`src/rtl/owrp_pkg.sv`:
```
package owrp_pkg;

  localparam int US_W = 10;
  typedef logic [US_W-1:0] us_t;

  typedef enum logic [1:0] {
    RES_NONE    = 2'b00,
    RES_PRESENT = 2'b01,
    RES_SHORT   = 2'b10
  } res_e;

  // Standard-speed durations in microseconds; overdrive divides by OD_DIV.
  localparam us_t STD_LOW  = us_t'(480);
  localparam us_t STD_REL  = us_t'(480);
  localparam us_t SMP_A    = us_t'(70);
  localparam us_t SMP_B    = us_t'(130);
  localparam us_t SMP_C    = us_t'(190);
  localparam us_t SMP_LAST = us_t'(300);
  localparam us_t OD_DIV   = us_t'(10);

  function automatic us_t scale(us_t t, logic od);
    return od ? us_t'(t / OD_DIV) : t;
  endfunction

  function automatic us_t low_len(logic od);
    return scale(STD_LOW, od);
  endfunction

  function automatic us_t rel_len(logic od);
    return scale(STD_REL, od);
  endfunction

  function automatic logic is_early_pt(us_t e, logic od);
    return (e == scale(SMP_A, od)) || (e == scale(SMP_B, od)) ||
           (e == scale(SMP_C, od));
  endfunction

  function automatic logic is_last_pt(us_t e, logic od);
    return e == scale(SMP_LAST, od);
  endfunction

  function automatic res_e classify(logic early_low, logic last_low);
    if (last_low)  return RES_SHORT;
    if (early_low) return RES_PRESENT;
    return RES_NONE;
  endfunction

endpackage

```
`src/rtl/owrp_tick.sv`:
```
module owrp_tick #(
  parameter int CLKS_PER_US = 50
) (
  input  logic clk,
  input  logic rst_n,
  input  logic clr,
  output logic tick
);
  localparam int TW = (CLKS_PER_US > 1) ? $clog2(CLKS_PER_US) : 1;

  logic [TW-1:0] cnt;

  assign tick = (cnt == TW'(CLKS_PER_US - 1));

  always_ff @(posedge clk or negedge rst_n) begin
    if (!rst_n)           cnt <= '0;
    else if (clr || tick) cnt <= '0;
    else                  cnt <= cnt + TW'(1);
  end
endmodule

```
`src/rtl/owrp_seq.sv`:
```
module owrp_seq
  import owrp_pkg::*;
(
  input  logic       clk,
  input  logic       rst_n,
  input  logic       tick,
  input  logic       start,
  input  logic       od_sel,
  input  logic       line_hi,
  output logic       accept,
  output logic       busy,
  output logic       drive_low,
  output logic       done,
  output logic [1:0] result,
  output logic       od_active
);
  typedef enum logic [1:0] {S_IDLE, S_LOW, S_REL} st_e;

  st_e  state;
  us_t  cnt;
  us_t  elapsed;
  logic speed_q;
  logic early_low;
  logic last_low;
  res_e res_q;
  res_e res_next;

  assign accept    = start && (state == S_IDLE);
  assign busy      = (state != S_IDLE);
  assign drive_low = (state == S_LOW);
  assign elapsed   = cnt + us_t'(1);
  assign res_next  = classify(early_low, last_low);
  assign result    = res_q;

  always_ff @(posedge clk or negedge rst_n) begin
    if (!rst_n) begin
      state     <= S_IDLE;
      cnt       <= '0;
      speed_q   <= 1'b0;
      early_low <= 1'b0;
      last_low  <= 1'b0;
      res_q     <= RES_NONE;
      done      <= 1'b0;
      od_active <= 1'b0;
    end else begin
      done <= 1'b0;
      unique case (state)
        S_IDLE: begin
          if (accept) begin
            if (!line_hi) begin
              res_q     <= RES_SHORT;
              done      <= 1'b1;
              od_active <= 1'b0;
            end else begin
              state     <= S_LOW;
              speed_q   <= od_sel;
              od_active <= od_sel;
              cnt       <= '0;
              early_low <= 1'b0;
              last_low  <= 1'b0;
            end
          end
        end
        S_LOW: begin
          if (tick) begin
            if (cnt == low_len(speed_q) - us_t'(1)) begin
              state <= S_REL;
              cnt   <= '0;
            end else begin
              cnt <= elapsed;
            end
          end
        end
        S_REL: begin
          if (tick) begin
            cnt <= elapsed;
            if (is_early_pt(elapsed, speed_q) && !line_hi) early_low <= 1'b1;
            if (is_last_pt(elapsed, speed_q) && !line_hi)  last_low  <= 1'b1;
            if (elapsed == rel_len(speed_q)) begin
              state <= S_IDLE;
              res_q <= res_next;
              done  <= 1'b1;
              if (res_next != RES_PRESENT) od_active <= 1'b0;
            end
          end
        end
        default: state <= S_IDLE;
      endcase
    end
  end
endmodule

```
`src/rtl/owrp_idle_watch.sv`:
```
module owrp_idle_watch #(
  parameter int POLL_US = 30
) (
  input  logic clk,
  input  logic rst_n,
  input  logic tick,
  input  logic busy,
  input  logic start,
  input  logic line_hi,
  output logic arrival
);
  localparam int PW = $clog2(POLL_US + 1);

  logic [PW-1:0] pcnt;
  logic          seen_high;

  always_ff @(posedge clk or negedge rst_n) begin
    if (!rst_n) begin
      pcnt      <= '0;
      seen_high <= 1'b0;
      arrival   <= 1'b0;
    end else if (busy || start) begin
      pcnt      <= '0;
      seen_high <= 1'b0;
      arrival   <= 1'b0;
    end else if (tick) begin
      if (pcnt == PW'(POLL_US - 1)) begin
        pcnt      <= '0;
        seen_high <= line_hi;
        arrival   <= seen_high && !line_hi;
      end else begin
        pcnt    <= pcnt + PW'(1);
        arrival <= 1'b0;
      end
    end else begin
      arrival <= 1'b0;
    end
  end
endmodule

```
`src/rtl/owrp_reset_presence.sv`:
```
module owrp_reset_presence #(
  parameter int CLKS_PER_US = 50,
  parameter int POLL_US     = 30
) (
  input  logic       clk,
  input  logic       rst_n,
  input  logic       start,
  input  logic       od_sel,
  input  logic       line_in,
  output logic       drive_low,
  output logic [1:0] result,
  output logic       done,
  output logic       arrival,
  output logic       od_active
);
  logic [1:0] sync_q;
  logic       line_hi;
  logic       tick;
  logic       accept;
  logic       busy;

  always_ff @(posedge clk or negedge rst_n) begin
    if (!rst_n) sync_q <= 2'b11;
    else        sync_q <= {sync_q[0], line_in};
  end
  assign line_hi = sync_q[1];

  owrp_tick #(.CLKS_PER_US(CLKS_PER_US)) u_tick (
    .clk   (clk),
    .rst_n (rst_n),
    .clr   (accept),
    .tick  (tick)
  );

  owrp_seq u_seq (
    .clk       (clk),
    .rst_n     (rst_n),
    .tick      (tick),
    .start     (start),
    .od_sel    (od_sel),
    .line_hi   (line_hi),
    .accept    (accept),
    .busy      (busy),
    .drive_low (drive_low),
    .done      (done),
    .result    (result),
    .od_active (od_active)
  );

  owrp_idle_watch #(.POLL_US(POLL_US)) u_watch (
    .clk     (clk),
    .rst_n   (rst_n),
    .tick    (tick),
    .busy    (busy),
    .start   (start),
    .line_hi (line_hi),
    .arrival (arrival)
  );
endmodule

```
`config.mk`:
```
export PLATFORM = sky130hd
export DESIGN_NAME = owrp_reset_presence
export DESIGN_NICKNAME = d
export VERILOG_FILES = /design/src/rtl/owrp_pkg.sv /design/src/rtl/owrp_tick.sv /design/src/rtl/owrp_seq.sv /design/src/rtl/owrp_idle_watch.sv /design/src/rtl/owrp_reset_presence.sv
export SDC_FILE = /design/constraint.sdc
export NUM_CORES = 1
export LEC_CHECK = 0
export BUFFER_PORTS_ARGS = -buffer_cell sky130_fd_sc_hd__buf_2
export CAP_MARGIN = 10
export CORE_ASPECT_RATIO = 0.75
export CORE_MARGIN = 2
export CORE_UTILIZATION = 66
export DETAILED_ROUTE_END_ITERATION = 10
export PLACE_DENSITY_LB_ADDON = 0.05
export SETUP_SLACK_MARGIN = 0.05
export SYNTH_ARGS = -nofsm -noshare
export SYNTH_HDL_FRONTEND = slang
export SYNTH_HIERARCHICAL = 1
export SYNTH_SLANG_ARGS = --single-unit
```
`constraint.sdc`:
```
create_clock -name clk -period 6.7 [get_ports clk]
set_input_delay 0.335 -clock clk [delete_from_list [all_inputs] [get_ports clk]]
set_output_delay 0.335 -clock clk [all_outputs]
set_load 0.01 [all_outputs]
```
==> results.md <==
- Status: complete, no violations
- Share of async-settable or async-resettable flops after synthesis: 1.00
- CP endpoint kind: flip-flop
- Cells after Synth: 265
- Post-route DRC: 0
- Setup violators final: 0
- Clk slew on worst S/H paths: 60 ps
- Synthesis-stage register bit count: 34
- RD Place Congestion: 0.878
- Hold Path Class: input port to async pin
- Starting Density: 0.706
- First-pass GRT wire length: 8390 um
- Area grow syn2layout: 4.01%
- GRT Util Overall: 0.263
- Final hold violation count: 0
- Detailed-route via count: 2015
- Largest family of logic cells by synthesized area: simple AND/OR/NAND/NOR gates
- Final instance area: 2460 um2
- Fmax: 0.350 GHz
- Worst hold margin: 111 ps
- Port buffer count: 10
- Synth warn: 6
- Root buf cell: clkbuf_8
- EDFF count, synth: 0
- Core ar.: 3360 um2
- NumNets Final: 284
- Crit path time final: 2860 ps
- Syn nets: 280
- GRT overflow: 0
- CTS tree: yes
- Mean post-synth cell area: 8.94 um2
- Crit share post-route: 0.427
- Simple-Gate Fraction of Synth Area: 0.256
- Mux cell area share after synthesis: 0.00898
- TritonRoute pass-1 iters: 4
- Number of max-cap violations: 0
- Cell Rows: 18
- Synth area leaders: dfrtp_1, ha_1, nand2_1, nor2_1, a21oi_1
- DRT antenna net count: 0
- Synth top area share: 0.338
- Setup TNS: 0 ps
- 1st-iter DRT viols: 161
- Worst IR Drop VDD: 0.000240 V
- Unique masters post-synth: 61
- Post-synth top cells: dfrtp_1, nand2_1, nor2_1
- Dpl hpwl: 3710 um
- Crit Path Max Fanout: 11
- Leak: 1.02 nW
- Crit Path Class: flip-flop to flip-flop
- Crit path launch type: flip-flop
- Clock latency on the worst-skew pair: 280 ps
- Routed vias/inst: 6.50
- Clock skew: 7.84 ps
- DIE WIDTH: 73.2 um
- Clock sink count: 34
- Total CTS buffers: 5
- Vias in the first global route: 1799
- Top_reg_cell synth: dfrtp_1
- Worst Path Arrival: 3060 ps
- Reg2reg start: u_tick/cnt[1]
- Worst slew pin tran: 733 ps
- Compound-cell area share of the yosys netlist: 0.214
- # diodes: 0
- Seq/Total Area, Yosys: 0.360
- Die height: 55.9 um
- Hold Buf Count CTS: 0
- Setup bufs post-CTS: 0
- Reg-to-reg slack, setup: 3840 ps
- WL per Instance: 15.9 um
- Post-Synth XOR/XNOR Area: 0.0444
- I/O pin cnt: 11
- Initial antenna violation count: 0
- Die ar.: 4090 um2
- Count leader, synth: dfrtp_1
- Required @ worst endpoint: 6900 ps
- Synth Cell Area: 2370 um2
- Largest net degree at the start of global routing: 35
- Cell depth of the worst flop-to-flop path: 9
- Cell Pwr Density: 324 nW/um2
- Post-CTS sizing: 0
- RSZ-0062 raised after global routing: no
- H-tree depth: 2
- Fin. max-slew vios: 0
- WL final: 4940 um
- Placed Area: 2370 um2
- Clock Path Buffers: 2
- Synth area leader: dfrtp_1
- Layout cells sized above 1: 0.126
- RR Endpoint: u_seq/cnt[7]
- Rel. slew slack: 0.511
- Area share of fa/ha/maj cells after synthesis: 0.0528
- Utilization after layout: 0.735
[stage by stage]
step / cells / total power [mW] / setup WS, ps
finish: 310 / 0.798 / 3840
global route: 310 / 0.861 / 3560
CTS: 310 / 0.796 / 3910
detailed placement: 302 / 0.642 / 3930
global placement: 302 / 0.635 / 4050
floorplan: 265 / 0.561 / 4350
[registers in the layout, summed over array words and instances (netlist names), 2 cells and up]
| register | cells |
|---|---|
| u_seq/state | 2 |
| u_tick/cnt | 6 |
| u_watch/pcnt | 5 |
| u_seq/result | 2 |
| sync_q | 2 |
| u_seq/cnt | 10 |
[routing by layer]
metal / routed length [um] / share of wire / GRT usage
met5: 0 / 0 / 0
met4: 35 / 0.0071 / 0.0582
met3: 452 / 0.092 / 0.0670
met2: 2040 / 0.41 / 0.347
met1: 2410 / 0.49 / 0.423
[placed cells by master, fill, tap and decap left out, drive strengths merged, types with 3 or more instances in the layout]
cell / instances
a31oi: 6
inv: 15
dfrtp: 32
nor3: 8
nand4: 3
or4: 4
or3: 4
xor2: 5
nand2: 25
nor4: 4
clkbuf: 7
xnor2: 7
a21oi: 16
o21ai: 14
and3: 7
nor2: 24
buf: 10
o211ai: 3
a22o: 4
nand3: 11
nand2b: 4
nor2b: 3
and4: 5
ha: 10
[critical path, stage by stage, from the launching register on]
cell and delay, ps:
dfrtp_1 400, inv_1 70, ha_1 170, and4_1 420, o21ba_2 240, nor3_1 520
nand2_1 170, a21oi_1 470, a31oi_1 170, a31oi_1 150
[worst max-delay path by stage]
stage	start	to	slack [ps]
global placement	u_tick/cnt[1]	u_seq/cnt[4]	4050
finish	u_tick/cnt[1]	u_seq/cnt[7]	3840
floorplan	u_tick/cnt[1]	u_seq/cnt[7]	4350
detailed placement	u_tick/cnt[1]	u_seq/cnt[7]	3930
global route	u_tick/cnt[1]	u_seq/cnt[4]	3560
CTS	u_tick/cnt[1]	u_seq/cnt[7]	3910
[kinds of logic after synthesis]
logic type / after synthesis
simple gates: 110
compound gates: 69
flops: 34
buf+inv: 28
xor+xnor: 12
fa+ha+maj: 10
mux: 2
[where the power goes]
group / leakage (nW) / switching, mW / internal, mW
combinational: 0.525 / 0.214 / 0.134
sequential: 0.449 / 0.0524 / 0.246
clock: 0.0482 / 0.0690 / 0.0828
total: 1.02 / 0.335 / 0.463
[layout make-up]
| class | instances | area (um2) |
|---|---|---|
| clock buffers | 7 | 86.3 |
| multi-input cells | 203 | 1360 |
| repair buffers | 10 | 50.0 |
| flip-flops and latches | 34 | 853 |
| inverters | 15 | 56.3 |
| well taps | 40 | 50.0 |
| clock inverters | 1 | 5.00 |
| fillers | 255 | 891 |
Note: power is estimated with default switching activity, not from simulation.
